--- src/rtl/chanctl_pkg.sv ---
package chanctl_pkg;

  localparam int BUS_W = 32;

  // Alias selected by byte address bits 3:2; the order is the decode itself.
  typedef enum logic [1:0] {
    OP_WRITE = 2'd0,
    OP_SET   = 2'd1,
    OP_CLR   = 2'd2,
    OP_TGL   = 2'd3
  } alias_op_e;

  // Next value of one register bit for an alias write.
  function automatic logic next_bit(alias_op_e op, logic cur, logic wbit);
    logic res;
    unique case (op)
      OP_WRITE: res = wbit;
      OP_SET:   res = cur | wbit;
      OP_CLR:   res = cur & ~wbit;
      OP_TGL:   res = cur ^ wbit;
      default:  res = cur;
    endcase
    return res;
  endfunction

endpackage

--- src/rtl/chanctl_decode.sv ---
module chanctl_decode #(
  parameter int ADDR_W = 8
) (
  input  logic [ADDR_W-1:0]     addr,
  input  logic                  wr_en,
  input  logic                  rd_en,
  output logic                  in_range,
  output logic                  wr_hit,
  output logic                  rd_hit,
  output chanctl_pkg::alias_op_e op
);
  localparam int HI_W = ADDR_W - 4;

  logic [HI_W-1:0] hi_bits;
  logic [1:0]      unused_sub_word;

  assign hi_bits         = addr[ADDR_W-1:4];
  assign unused_sub_word = addr[1:0];
  assign in_range        = (hi_bits == '0);
  assign wr_hit          = wr_en & in_range;
  assign rd_hit          = rd_en & in_range;
  assign op              = chanctl_pkg::alias_op_e'(addr[3:2]);
endmodule

--- src/rtl/chanctl_reg.sv ---
module chanctl_reg #(
  parameter int NUM_CH = 8
) (
  input  logic                   clk,
  input  logic                   rst_n,
  input  logic                   wr_hit,
  input  chanctl_pkg::alias_op_e op,
  input  logic [NUM_CH-1:0]      wbits,
  output logic [NUM_CH-1:0]      q
);
  for (genvar n = 0; n < NUM_CH; n++) begin : g_bit
    logic d;
    assign d = chanctl_pkg::next_bit(op, q[n], wbits[n]);
    always_ff @(posedge clk or negedge rst_n) begin
      if (!rst_n)      q[n] <= 1'b0;
      else if (wr_hit) q[n] <= d;
    end
  end
endmodule

--- src/rtl/chanctl_rdport.sv ---
module chanctl_rdport #(
  parameter int NUM_CH = 8
) (
  input  logic                          clk,
  input  logic                          rst_n,
  input  logic                          rd_en,
  input  logic                          rd_hit,
  input  logic [NUM_CH-1:0]             q,
  output logic [chanctl_pkg::BUS_W-1:0] rdata
);
  localparam int PAD_W = chanctl_pkg::BUS_W - NUM_CH;

  logic [chanctl_pkg::BUS_W-1:0] word;

  if (PAD_W > 0) begin : g_pad
    assign word = {{PAD_W{1'b0}}, q};
  end else begin : g_nopad
    assign word = q;
  end

  always_ff @(posedge clk or negedge rst_n) begin
    if (!rst_n)     rdata <= '0;
    else if (rd_en) rdata <= rd_hit ? word : '0;
  end
endmodule

--- src/rtl/pwm_chan_ctrl.sv ---
module pwm_chan_ctrl #(
  parameter int NUM_CH = 8,
  parameter int ADDR_W = 8
) (
  input  logic              clk,
  input  logic              rst_n,
  input  logic [ADDR_W-1:0] addr,
  input  logic              wr_en,
  input  logic [31:0]       wdata,
  input  logic              rd_en,
  output logic [31:0]       rdata,
  output logic [NUM_CH-1:0] ch_en
);
  // Named internal events, visible to the bound checker.
  logic                   in_range;
  logic                   wr_hit;
  logic                   rd_hit;
  chanctl_pkg::alias_op_e op;
  logic [NUM_CH-1:0]      wbits;
  logic [NUM_CH-1:0]      q;

  assign wbits = wdata[NUM_CH-1:0];

  chanctl_decode #(.ADDR_W(ADDR_W)) u_dec (
    .addr(addr), .wr_en(wr_en), .rd_en(rd_en),
    .in_range(in_range), .wr_hit(wr_hit), .rd_hit(rd_hit), .op(op)
  );

  chanctl_reg #(.NUM_CH(NUM_CH)) u_reg (
    .clk(clk), .rst_n(rst_n), .wr_hit(wr_hit), .op(op),
    .wbits(wbits), .q(q)
  );

  chanctl_rdport #(.NUM_CH(NUM_CH)) u_rd (
    .clk(clk), .rst_n(rst_n), .rd_en(rd_en), .rd_hit(rd_hit),
    .q(q), .rdata(rdata)
  );

  assign ch_en = q;
endmodule

--- config.mk ---
export PLATFORM = sky130hd
export DESIGN_NAME = pwm_chan_ctrl
export DESIGN_NICKNAME = d
export VERILOG_FILES = /design/src/rtl/chanctl_pkg.sv /design/src/rtl/chanctl_decode.sv /design/src/rtl/chanctl_reg.sv /design/src/rtl/chanctl_rdport.sv /design/src/rtl/pwm_chan_ctrl.sv
export SDC_FILE = /design/constraint.sdc
export NUM_CORES = 1
export LEC_CHECK = 0
export BUFFER_PORTS_ARGS = -buffer_cell sky130_fd_sc_hd__buf_2
export CORE_UTILIZATION = 39
export CTS_CLUSTER_SIZE = 24
export DETAILED_ROUTE_END_ITERATION = 12
export GPL_ROUTABILITY_DRIVEN = 0
export PLACE_DENSITY_LB_ADDON = 0.12
export SLEW_MARGIN = 25
export SYNTH_ARGS = -nofsm -noshare
export SYNTH_HDL_FRONTEND = slang
export SYNTH_HIERARCHICAL = 1
export SYNTH_SLANG_ARGS = --single-unit
--- constraint.sdc ---
create_clock -name clk -period 1.2 [get_ports clk]
set_clock_uncertainty 0.05 [all_clocks]
set_input_delay 0.24 -clock clk [delete_from_list [all_inputs] [get_ports clk]]
set_output_delay 0.24 -clock clk [all_outputs]
set_load 0.1 [all_outputs]
==> results.ini <==
[power]
power_density_nw_per_um2=1570
switchingPower_uw=1730
p_int_uw=1870
pwr-share-comb_pct=68.4
irDropWorstVdd_uv=956
p_leak_uw=0.00104
p_sw_share_pct=48.1
power.share.sequential_pct=21.3
clkPwrFrac_pct=10.3

[worst_hold_path]
hold_depth=4
hp-class=input pin to flip-flop

[grt]
grt_max_degree=19
grt_pass1_vias=1104
grt_pass1_wl_um=4880
grt-ovfl-total=0
grtUsageTotal_pct=18.5
antenna_found_initial=0

[die]
rows=20
die_area_sq_um=3670
start_util_pct=42.4
core-area_sq_um=3150
num_io_pins=84
die_h_um=60.6
dieWidth_um=60.6

[route]
drt_iter0_markers=38
dr.pass1.iters=4
routed_wl_um=3230
via_count=1171
antenna_left=0
wire_per_inst_um=12.7
viasPerCell=4.59
drc=0

[setup_path]
reg2reg_depth=5
cp-end-kind=flip-flop
critical_path_class=flip-flop to flip-flop
critPathArrivalTime_ns=1.50
required_ns=1.31
critPathLaunchType=flip-flop
cp_max_fo=3

[timing]
holdWs_ns=0.243
post-route-period-util_pct=116
setup_ws_ns=-0.193
period_minus_slack_ns=1.39
rsz0062_at_grt=true
finalHoldViolCount=0
drv_slew=0
timing.fmax_ghz=0.718
setup_viol=16

[cells_and_area]
filler_cell_count=218
final_cell_mix=conb_1, buf_12, buf_2, inv_1, buf_6
area_growth_syn_to_layout_pct=71.0
layout_commonest_cell=conb_1
final_nets=272
finalNonFillerCells=255
antenna_cells=0
multiInputGateArea_sq_um=925
layout-drive-gt1-share_pct=62.6
final_util_pct=72.5
register_area_sq_um=440

[place]
dp_cells=236
port_buffers=33
hpwl_um=2160

[clocking]
cts_buffers=3
cts.root.buffer_cell=clkbuf_4
htree_num_levels=1
worstSkewPairLatency_ns=0.29
path_clk_slew_ns=0.10
clk_path_buf_depth=2
cts_sinks=16
cts_tree=done

[yosys]
syn_area_sq_um=1340
ys_top_cells_by_area=dfrtp_1, ha_1, buf_4, inv_1, o221ai_1
ys_ff_latch=16
synth_cells=151
ys_types=20
syn_area_per_cell_sq_um=8.86
synth_area_leader_cell=dfrtp_1
synth_warnings=6
netlist.area_leader.share_pct=29.9
seq_area_frac_synth_pct=29.9

[outcome]
violations=negative setup slack
status=complete, but fails checks

[run]
cap_violations=0

[power groups by stage]
stage               Clock [uW]  Sequential (uW)  Combinational (uW)
floorplan                    0             1390                 714
global placement             0              811                1870
detailed placement           0              817                1910
CTS                        372              754                2280
global route               406              775                2580
finish                     369              765                2460
[Yosys cell counts]
cell type / count
a21oi_1: 8
and2_1: 2
buf_2: 3
buf_4: 26
buf_6: 2
buf_8: 1
clkbuf_2: 1
conb_1: 1
dfrtp_1: 16
ha_1: 16
inv_1: 24
mux2_2: 4
mux2_4: 4
nand2_1: 9
nand3_1: 8
nor2_1: 8
nor2b_1: 1
nor4_2: 1
o21ai_0: 8
o221ai_1: 8
[path summary, 6_finish.rpt]
check / endpoint / from / slack [ns]
setup / recovery: u_reg/q[7]$_DFFE_PN0P_ / u_reg/q[7]$_DFFE_PN0P_ / -0.19
hold / removal: u_reg/q[4]$_DFFE_PN0P_ / wdata[4] / 0.24
setup reg to reg: u_reg/q[7]$_DFFE_PN0P_ / u_reg/q[7]$_DFFE_PN0P_ / -0.19
hold reg to reg: u_rd/rdata[1]$_DFFE_PN0P_ / u_rd/rdata[1]$_DFFE_PN0P_ / 0.53
max in group asynchronous: u_reg/q[7]$_DFFE_PN0P_ / rst_n / 0.48
min in group asynchronous: u_rd/rdata[3]$_DFFE_PN0P_ / rst_n / 0.33
[per-layer routing]
layer  routed length (um)  vias up  global-route usage (%)
met4                   51        0                    8.44
met3                  198        6                    4.26
li1                     -      561                       -
met5                    0        -                       0
met1                 1400      546                    22.5
met2                 1580       58                    31.1
[per-stage QoR]
step           setup WS, ns  power [uW]  area [sq um]  TNS [ns]
3_3_place_gp         -0.214        2680          1930     -2.08
6_report             -0.193        3590          2290     -2.70
4_1_cts              -0.184        3400          2150     -2.67
2_1_floorplan        -0.193        2100          1580     -1.54
5_1_grt              -0.223        3760          2290     -3.43
3_5_place_dp         -0.252        2730          1930     -2.69
[final cells by class]
cell class,instances,share of cell area [%]
multi-input combinational,101,40.4
clock buffer,4,1.59
inverter,24,3.94
timing repair buffer,66,32.4
sequential,16,19.3
tap,44,2.41
[cell families after synthesis]
logic type	count (synthesis)	synth area share, %
other	1	0.280
buffers and inverters	57	25.6
and+or+nand+nor	29	10.1
muxes	8	7.86
adders and majority gates	16	15.0
AOI/OAI and AO/OA	24	11.2
DFF	16	29.9
[sequential cells by signal, indices dropped and copies added, names as in the netlist]
| signal | flops |
|---|---|
| u_reg/q | 8 |
| u_rd/rdata | 8 |
[critical path, cell delays in order (launching register included)]
cell,delay (ns)
dfrtp_4,0.51
buf_6,0.13
ha_4,0.14
mux2_4,0.25
nand2_2,0.07
o221ai_2,0.09
[what timing repair did]
| action | in CTS | in global routing |
|---|---|---|
| setup endpoints to repair | 16 | 24 |
| cloned | 0 | 0 |
| setup buffers | 13 | 1 |
| resized for setup | 17 | 25 |
| pin swaps | 5 | 11 |
| hold buffers | 1 | 0 |
| endpoints found under the hold margin | 16 | 0 |
Note: power is estimated with default switching activity, not from simulation.
